### src/rtl/btb_pkg.sv
package btb_pkg;

  // Strobes from control to datapath
  typedef struct packed {
    logic writeEntry;  // commit the execute-stage write this cycle
    logic hitSel;      // lookup hit: expose the stored target
    logic redirect;    // final prediction taken: steer fetch to the target
  } btbStrobes_t;

endpackage

### src/rtl/btb_store.sv
module btb_store
  import btb_pkg::*;
#(
  parameter int PC_W    = 32,
  parameter int ENTRIES = 64,
  parameter int OFS_W   = 2,
  localparam int IDX_W  = $clog2(ENTRIES),
  localparam int TAG_W  = PC_W - IDX_W - OFS_W
) (
  input  logic              clk,
  input  logic              rstN,
  input  logic [PC_W-1:0]   fetchPc,
  input  logic [PC_W-1:0]   wrPc,
  input  logic [PC_W-1:0]   wrTarget,
  input  logic              wrIsJump,
  input  btbStrobes_t       strobes,
  output logic              rdValid,
  output logic [TAG_W-1:0]  rdTag,
  output logic [TAG_W-1:0]  fetchTag,
  output logic              rdIsJump,
  output logic [PC_W-1:0]   nextPc,
  output logic [PC_W-1:0]   predTarget
);

  logic [IDX_W-1:0] fetchIdx;
  logic [IDX_W-1:0] wrIdx;
  logic [TAG_W-1:0] wrTag;
  logic [PC_W-1:0]  pcPlus4;
  logic [PC_W-1:0]  rdTarget;
  logic             unusedWrOfs;

  logic [ENTRIES-1:0] validQ;
  logic [TAG_W-1:0]   tagMem    [ENTRIES];
  logic [PC_W-1:0]    targetMem [ENTRIES];
  logic [ENTRIES-1:0] jumpMem;

  // Address split: byte offset, then index, then tag
  assign fetchIdx    = fetchPc[OFS_W +: IDX_W];
  assign fetchTag    = fetchPc[PC_W-1 -: TAG_W];
  assign wrIdx       = wrPc[OFS_W +: IDX_W];
  assign wrTag       = wrPc[PC_W-1 -: TAG_W];
  assign unusedWrOfs = ^wrPc[OFS_W-1:0];

  // Valid flags: the only state that reset touches
  for (genvar e = 0; e < ENTRIES; e++) begin : g_valid
    always_ff @(posedge clk or negedge rstN) begin
      if (!rstN)
        validQ[e] <= 1'b0;
      else if (strobes.writeEntry && (wrIdx == IDX_W'(e)))
        validQ[e] <= 1'b1;
    end
  end

  // Payload storage, no reset needed
  always_ff @(posedge clk) begin
    if (strobes.writeEntry) begin
      tagMem[wrIdx]    <= wrTag;
      targetMem[wrIdx] <= wrTarget;
      jumpMem[wrIdx]   <= wrIsJump;
    end
  end

  // Combinational read; sees pre-write contents in the write cycle
  assign rdValid  = validQ[fetchIdx];
  assign rdTag    = tagMem[fetchIdx];
  assign rdTarget = targetMem[fetchIdx];
  assign rdIsJump = jumpMem[fetchIdx];

  // Next-PC datapath
  assign pcPlus4    = fetchPc + PC_W'(4);
  assign predTarget = strobes.hitSel   ? rdTarget : pcPlus4;
  assign nextPc     = strobes.redirect ? rdTarget : pcPlus4;

  AST_VALID_ONE_PER_CYCLE: assert property (@(posedge clk) disable iff (!rstN)
    $countones(validQ) <= $past($countones(validQ)) + 1) else $error("valid grew by more than one");

  AST_WRITE_MARKS_VALID: assert property (@(posedge clk) disable iff (!rstN)
    strobes.writeEntry |=> validQ[$past(wrIdx)]) else $error("written entry not valid");

endmodule

### src/rtl/btb_ctrl.sv
module btb_ctrl
  import btb_pkg::*;
#(
  parameter int TAG_W = 24
) (
  input  logic             clk,
  input  logic             rstN,
  input  logic             dirTaken,
  input  logic             wrEn,
  input  logic             rdValid,
  input  logic [TAG_W-1:0] rdTag,
  input  logic [TAG_W-1:0] fetchTag,
  input  logic             rdIsJump,
  output btbStrobes_t      strobes,
  output logic             lookupHit,
  output logic             predTaken
);

  logic tagMatch;

  assign tagMatch  = (rdTag == fetchTag);
  assign lookupHit = rdValid && tagMatch;
  // Jump flag and direction bit only matter on a hit
  assign predTaken = lookupHit && (dirTaken || rdIsJump);

  always_comb begin
    strobes            = '0;
    strobes.writeEntry = wrEn;
    strobes.hitSel     = lookupHit;
    strobes.redirect   = predTaken;
  end

  AST_MISS_NOT_TAKEN: assert property (@(posedge clk) disable iff (!rstN)
    !rdValid |-> !strobes.redirect) else $error("invalid entry redirected");

  AST_HIT_JUMP_TAKEN: assert property (@(posedge clk) disable iff (!rstN)
    (strobes.hitSel && rdIsJump) |-> strobes.redirect) else $error("jump hit not taken");

endmodule

### src/rtl/btb_fetch_sel.sv
module btb_fetch_sel
  import btb_pkg::*;
#(
  parameter int PC_W    = 32,
  parameter int ENTRIES = 64,
  parameter int OFS_W   = 2
) (
  input  logic            clk,
  input  logic            rstN,
  input  logic [PC_W-1:0] fetchPc,
  input  logic            dirTaken,
  input  logic            wrEn,
  input  logic [PC_W-1:0] wrPc,
  input  logic [PC_W-1:0] wrTarget,
  input  logic            wrIsJump,
  output logic [PC_W-1:0] nextPc,
  output logic            predTaken,
  output logic [PC_W-1:0] predTarget,
  output logic            lookupHit
);

  localparam int IDX_W = $clog2(ENTRIES);
  localparam int TAG_W = PC_W - IDX_W - OFS_W;

  btbStrobes_t      strobes;
  logic             rdValid;
  logic [TAG_W-1:0] rdTag;
  logic [TAG_W-1:0] fetchTag;
  logic             rdIsJump;

  btb_store #(
    .PC_W    (PC_W),
    .ENTRIES (ENTRIES),
    .OFS_W   (OFS_W)
  ) uStore (
    .clk        (clk),
    .rstN       (rstN),
    .fetchPc    (fetchPc),
    .wrPc       (wrPc),
    .wrTarget   (wrTarget),
    .wrIsJump   (wrIsJump),
    .strobes    (strobes),
    .rdValid    (rdValid),
    .rdTag      (rdTag),
    .fetchTag   (fetchTag),
    .rdIsJump   (rdIsJump),
    .nextPc     (nextPc),
    .predTarget (predTarget)
  );

  btb_ctrl #(
    .TAG_W (TAG_W)
  ) uCtrl (
    .clk       (clk),
    .rstN      (rstN),
    .dirTaken  (dirTaken),
    .wrEn      (wrEn),
    .rdValid   (rdValid),
    .rdTag     (rdTag),
    .fetchTag  (fetchTag),
    .rdIsJump  (rdIsJump),
    .strobes   (strobes),
    .lookupHit (lookupHit),
    .predTaken (predTaken)
  );

  AST_TAKEN_USES_TARGET: assert property (@(posedge clk) disable iff (!rstN)
    predTaken |-> (nextPc == predTarget)) else $error("taken but next PC not target");

  AST_FALLTHROUGH: assert property (@(posedge clk) disable iff (!rstN)
    !predTaken |-> (nextPc == fetchPc + PC_W'(4))) else $error("not taken but no fall-through");

  AST_MISS_NO_REDIRECT: assert property (@(posedge clk) disable iff (!rstN)
    !lookupHit |-> (!predTaken && predTarget == fetchPc + PC_W'(4))) else $error("miss redirected");

endmodule

### config.mk
export PLATFORM = sky130hd
export DESIGN_NAME = btb_fetch_sel
export DESIGN_NICKNAME = d
export VERILOG_FILES = /design/src/rtl/btb_pkg.sv /design/src/rtl/btb_store.sv /design/src/rtl/btb_ctrl.sv /design/src/rtl/btb_fetch_sel.sv
export SDC_FILE = /design/constraint.sdc
export NUM_CORES = 2
export LEC_CHECK = 0
export BUFFER_PORTS_ARGS = -buffer_cell sky130_fd_sc_hd__buf_2
export CELL_PAD_IN_SITES_DETAIL_PLACEMENT = 1
export CELL_PAD_IN_SITES_GLOBAL_PLACEMENT = 1
export CORE_MARGIN = 5
export CORE_UTILIZATION = 30
export CTS_CLUSTER_DIAMETER = 80
export DETAILED_ROUTE_END_ITERATION = 10
export GPL_ROUTABILITY_DRIVEN = 1
export PLACE_DENSITY_LB_ADDON = 0.3
export SETUP_SLACK_MARGIN = 0.2
export SLEW_MARGIN = 40
export SYNTH_ARGS = -nofsm -noshare
export SYNTH_HDL_FRONTEND = slang
export SYNTH_SLANG_ARGS = --single-unit
### constraint.sdc
create_clock -name clk -period 4.55 [get_ports clk]
set_clock_uncertainty 0.05 [all_clocks]
set_input_delay 0.455 -clock clk [delete_from_list [all_inputs] [get_ports clk]]
set_output_delay 0.455 -clock clk [all_outputs]
set_load 0.01 [all_outputs]
### Word level (Yosys, flattened, before mapping)

Memory sizes are Yosys's and may differ from the RTL's.
Cells that the tools add are included.

| storage, ports and cells | value |
|---|---|
| bits in registers | 128 |
| memory bits (writable) | 3584 |
| bits of input ports | 101 |
| output and inout port bits | 66 |
| logic and storage cells | 215 |
| memories | 2 |

Memories:

| name | words | width | read ports | clocked after Yosys merged registers in | wr ports | RTL line | text |
|---|---|---|---|---|---|---|---|
| uStore.targetMem | 64 | 32 | 1 | 0 | 1 | btb_store.sv:34 | `logic [PC_W-1:0] targetMem [ENTRIES];` |
| uStore.tagMem | 64 | 24 | 1 | 0 | 1 | btb_store.sv:33 | `logic [TAG_W-1:0] tagMem [ENTRIES];` |

| cells by class | value |
|---|---|
| add/subtract/negate cells | 1 |
| order comparisons | 3 |
| equal/unequal tests | 64 |
| multiplexer cells | 11 |
| reductions and logical operators | 69 |

Operators by type and width:

| operator | number |
|---|---|
| 6-bit equality test (second input constant) | 32 |
| 6-bit by 5-bit equality test with 1-bit output (second input constant) | 16 |
| 1-bit logical AND | 67 |
| 64-bit bitwise mux | 1 |
| 32-bit two-way mux | 2 |
| 6-bit by 4-bit equality test with 1-bit output (second input constant) | 8 |
| 32-bit by 3-bit adder with 32-bit output (second input constant) | 1 |
| 24-bit equality test | 1 |
| 6-bit by 3-bit equality test with 1-bit output (second input constant) | 4 |
| 6-bit by 7-bit < comparator with 1-bit output (second input constant) | 2 |
| 1-bit binary-select mux with 6-bit select | 2 |
| 6-bit by 2-bit equality test with 1-bit output (second input constant) | 2 |
| 1-bit demux with 6-bit select | 1 |
| 6-bit by 1-bit equality test with 1-bit output (second input constant) | 1 |
| 6-bit by 1-bit >= comparator with 1-bit output (second input constant) | 1 |
| 6-bit logical NOT | 1 |
| 1-bit two-way mux | 5 |
| 1-bit logical OR | 1 |

### Logic depth before layout (Yosys ltp)

| depth | value |
|---|---|
| depth in word-level cells | 5 |
| depth in mapped cells | 18 |

### Cells and area by module

Synthesis repeated with hierarchy kept, for this count alone.

| second synthesis, totals | value |
|---|---|
| cell total of the unflattened synthesis | 6486 |
| area total of the unflattened synthesis | 143273.7 um^2 |

By module, submodules not included:

| module | instances | cells an instance | area each (um^2) | seq. area each (um^2) |
|---|---|---|---|---|
| btb_store | 1 | 6448 | 142965.9 | 111146.6 |
| btb_ctrl | 1 | 38 | 307.8 | 0.0 |

### Worst setup path after synthesis

OpenSTA, ideal clock, no wires.

| timing | value |
|---|---|
| path kind | input-to-reg |
| start | in wrEn |
| end | reg uStore.validQ[52] |
| setup time | 0.089 ns |
| data arrival time | 5.407 ns |
| required time | 4.411 ns |
| path slack | -0.996 ns |
| stages | 5 |
| cells stage by stage | clkbuf_1 -> and3_1 -> nand2_1 -> nor3_1 -> or2_2 |

| on the way | value |
|---|---|
| word-level cells in the longest chain between the ends | 1 |

RTL lines:

| element | RTL line | text |
|---|---|---|
| from (decl) | btb_fetch_sel.sv:12 | `input logic wrEn,` |
| 1-bit logical AND | btb_store.sv:49 | `else if (strobes.writeEntry && (wrIdx == IDX_W'(e)))` |
| to (signal, indexed assignment) | btb_store.sv:48 | `validQ[e] <= 1'b0;` |
| to (signal, indexed assignment) | btb_store.sv:50 | `validQ[e] <= 1'b1;` |
| to (decl) | btb_store.sv:32 | `logic [ENTRIES-1:0] validQ;` |

Every way passes these cells.
A chain may end at the register's enable or synchronous reset.

### Worst setup path after layout

| timing | value |
|---|---|
| start | mem uStore.tagMem[48][9] |
| end | out nextPc[18] |

| on the way | value |
|---|---|
| word-level cells in the longest chain between the ends | 5 |

RTL lines:

| element | RTL line | text |
|---|---|---|
| from (decl) | btb_store.sv:33 |  |
| memory 64 x 24 bit | - |  |
| 24-bit equality test | btb_ctrl.sv:21 | `assign tagMatch = (rdTag == fetchTag);` |
| 1-bit logical AND | btb_ctrl.sv:22 | `assign lookupHit = rdValid && tagMatch;` |
| 1-bit logical AND | btb_ctrl.sv:24 | `assign predTaken = lookupHit && (dirTaken \|\| rdIsJump);` |
| 32-bit two-way mux | btb_store.sv:72 | `assign nextPc = strobes.redirect ? rdTarget : pcPlus4;` |
| to (decl) | btb_fetch_sel.sv:16 | `output logic [PC_W-1:0] nextPc,` |

Every way passes these cells.

==> summary.txt <==
Clock tree
  • Clock latency on the worst-skew pair: 0.96 ns
  • Max clock buf depth: 4
  • CTS buffer count: 380
  • CTS H-Tree Depth: 5
  • Clock transition at path regs: roughly 0.06 ns
  • CTS Sinks: 3,712
  • CTS tree: done
  • Root Buffer: clkbuf_16

Synth
  • Mapped cell area: 143,000 sq um
  • Post-Synth Simple-Gate Area: between 1 and 1.5%
  • Most common flop cell mapped by yosys: edfxtp_1
  • Ys async rst share: 1.72%
  • Ys Warns: 0
  • Area leader, netlist: edfxtp_1
  • Post-synthesis mux area share: between 10% and 20%
  • Largest cells by area after synthesis: edfxtp_1 77%, mux4_2 16%, mux2i_1 1.4%
  • Post-synthesis compound-gate area fraction: roughly 1.4%
  • Syn Inst Count: slightly above 6,000
  • Main combinational cell family by area after synthesis: multiplexers
  • FF+latch count, synth: roughly 3,700
  • Distinct cells, synth: 69
  • Register area share after synthesis: 77.6%
  • Post-Synth Adder-Cell Area: less than 1%
  • Post-Synth XOR/XNOR Area: less than 1%
  • Number of synthesized flops with an enable pin: about 3,600
  • Syn nets: 6,185
  • Syn avg cell area: between 20 and 25 sq um
  • Top cell type's share of synthesized area: 76.5%

Die
  • Initial core utilization: a little under a third
  • Die Span X: between 700 and 800 um
  • I/O pin count: around 170
  • Core area: 475,000 sq um
  • Cell Rows: approximately 250
  • Die area: between 400,000 and 500,000 sq um
  • Die Y: approximately 700 um

Placed design
  • IO Port Bufs: 164
  • HPWL Detailed: between 200 and 300 mm
  • Gpl congestion: 0.792
  • Worst slack, placed: -0.756 ns
  • Placed Cells: about 13,000

Power and ir drop
  • Max VDD drop: roughly 0.00031 V
  • Power Density: roughly 430 nW/um^2
  • Pwr Total: between 0.07 and 0.08 W
  • Lkg Pwr: about 54 nW

Layout
  • Total Nets Final: between 7,000 and 8,000
  • Commonest cells after routing, fill and taps aside: 3,648 x edfxtp_1, 1,035 x mux4_2, 464 x buf_4, 382 x clkbuf_16, 181 x mux2i_1
  • Fill cells: between 40,000 and 50,000
  • Share of layout cells above drive strength 1: between 30% and 40%
  • Post-Layout Cell Count: 13,700
  • Commonest non-fill, non-tap cell in the layout: edfxtp_1
  • Area growth, synth to finish: 19.3%

Routing
  • Post-DR vias/cell: between 5 and 6
  • Post-route ant nets: 0
  • Routed length per placed instance: 36.0 um
  • Drt drc: 0
  • First drt pass iteration count: 6
  • DR vias: roughly 73,000
  • Routed WL: a little under 500 mm
  • Iter 0 DRT Violations: roughly 9,800

Outcome
  • Outcome: finished with violations
  • Failing checks: negative setup slack

STA
  • Tmin final: 5.31 ns
  • Rel. slew slack: 35.5%
  • Part of the cycle the worst path needs: 117%
  • Slew Viols, Final: 0
  • RSZ-0062 raised after global routing: true
  • Final setup margin: -0.763 ns
  • Final setup vio count: 66
  • Final Hold Vio Count: 0
  • Slew @ Worst Pin: just under 1 ns
  • Achievable Freq: 188 MHz
  • Worst Hold Slack: 0.0183 ns

Global routing
  • First-pass GRT wire length: about 670 mm
  • Grt total ovfl: 0
  • Largest net degree at the start of global routing: 116
  • Total global-route track usage: about 20%
  • Initial antenna violation count: 57
  • Number of global-route vias before repair: around 75,000

Setup path
  • Crit path capture type: output port
  • Crit path DAT: about 4.8 ns
  • Crit Path Max Fanout: 10
  • Worst setup SP type: flip-flop
  • Critical Path RT: ~4.1 ns
  • WS Path Type: flip-flop to output port

Run
  • Maxcap violations: 0

Min path
  • HP Class: input pin to flip-flop
==> what timing repair did <==
item / CTS / global route
gates cloned: 1 / 0
setup buffers: 5 / 0
pin swaps: 11 / 1
setup endpoints to repair: 66 / 66
hold buffers: 48 / 18
endpoints found under the hold margin: 2016 / 669
resized for setup: 41 / 20
==> power breakdown <==
| group | internal [W] | leakage, nW | switching [W] |
|---|---|---|---|
| Sequential | 0.0379 | 33.6 | 0.000113 |
| Clock | 0.0180 | 6.03 | 0.0135 |
| Combinational | 0.00184 | 13.9 | 0.00255 |
==> flip-flops by register name, summed over array words and instances (netlist names) <==
signal            count
uStore.tagMem      1536
uStore.validQ        64
uStore.targetMem   2048
uStore.jumpMem       64
==> cell type report <==
class                   instances  area [sq um]  area share (%)
diodes                         18          45.0          0.0264
clock buffers                 483         10000            5.86
clock inverters               216          2410            1.41
inverters                      11          53.8          0.0315
multi-input cells            2043         31000            18.2
flip-flops and latches       3712        111000            65.1
well taps                    6375          7980            4.67
repair buffers                820          8160            4.78
==> cells in the mapped netlist (all sizes together), types with 51 or more instances <==
| library cell | n |
|---|---|
| clkbuf | 147 |
| o21ai | 51 |
| nor2 | 109 |
| a22oi | 75 |
| dfrtp | 64 |
| or2 | 63 |
| buf | 170 |
| a21oi | 53 |
| mux2i | 198 |
| edfxtp | 3648 |
| mux4 | 1035 |
| nand2 | 131 |
==> metal layers <==
| layer | share of wire [%] | routed length [um] | global-route usage [%] | vias up |
|---|---|---|---|---|
| li1 | - | - | - | 27900 |
| met1 | 41 | 203000 | 27.1 | 41400 |
| met2 | 48 | 236000 | 31.8 | 3326 |
| met3 | 7.9 | 38900 | 3.51 | 705 |
| met4 | 2.9 | 14300 | 5.10 | 28 |
| met5 | 0.031 | 154 | 0 | - |
==> cell families (layout without fill, tap and decap cells) <==
group,after synthesis,after routing
compound gates,294,294
mux,1277,1277
flops,3712,3712
xor+xnor,43,43
other cells,0,18
buf+inv,328,1530
fa+ha+maj,1,1
simple gates,428,428
==> metrics by stage <==
step	setup TNS (ns)	utilization (%)	area (sq um)
final	-45.66	36.0	171000
after global routing	-55.40	35.9	171000
after CTS	-49.56	35.9	170000
after detailed placement	-43.91	33.1	157000
after global placement	-44.51	33.0	157000
after floorplan	0	-	143000
==> path summary, 6_finish.rpt <==
path | startpoint | to | slack (ns) | cells after the start
min in group asynchronous | rstN | uStore.validQ[33] | 0.56 | 3
min reg2reg | uStore.validQ[0] | uStore.validQ[0] | 0.42 | 1
max reg2reg | uStore.validQ[38] | uStore.validQ[38] | 3.24 | 2
max | uStore.tagMem[48][9] | nextPc[18] | -0.76 | 13
max in group asynchronous | rstN | uStore.validQ[1] | 2.37 | 4
min | wrTarget[23] | uStore.targetMem[50][23] | 0.02 | 1
==> worst max-delay path, stage by stage (launching register included) <==
cell      delay [ns]
edfxtp_1        0.37
mux4_2          0.47
a22o_1          0.26
a221oi_1        0.24
buf_4           0.16
o22ai_1         0.17
nor3_2          0.23
o22ai_2         0.12
or4_4           0.64
nor4_4          0.29
buf_12          0.25
buf_12          0.19
mux2i_2         0.22
buf_2           0.16
(Power assumes the default switching activity.)
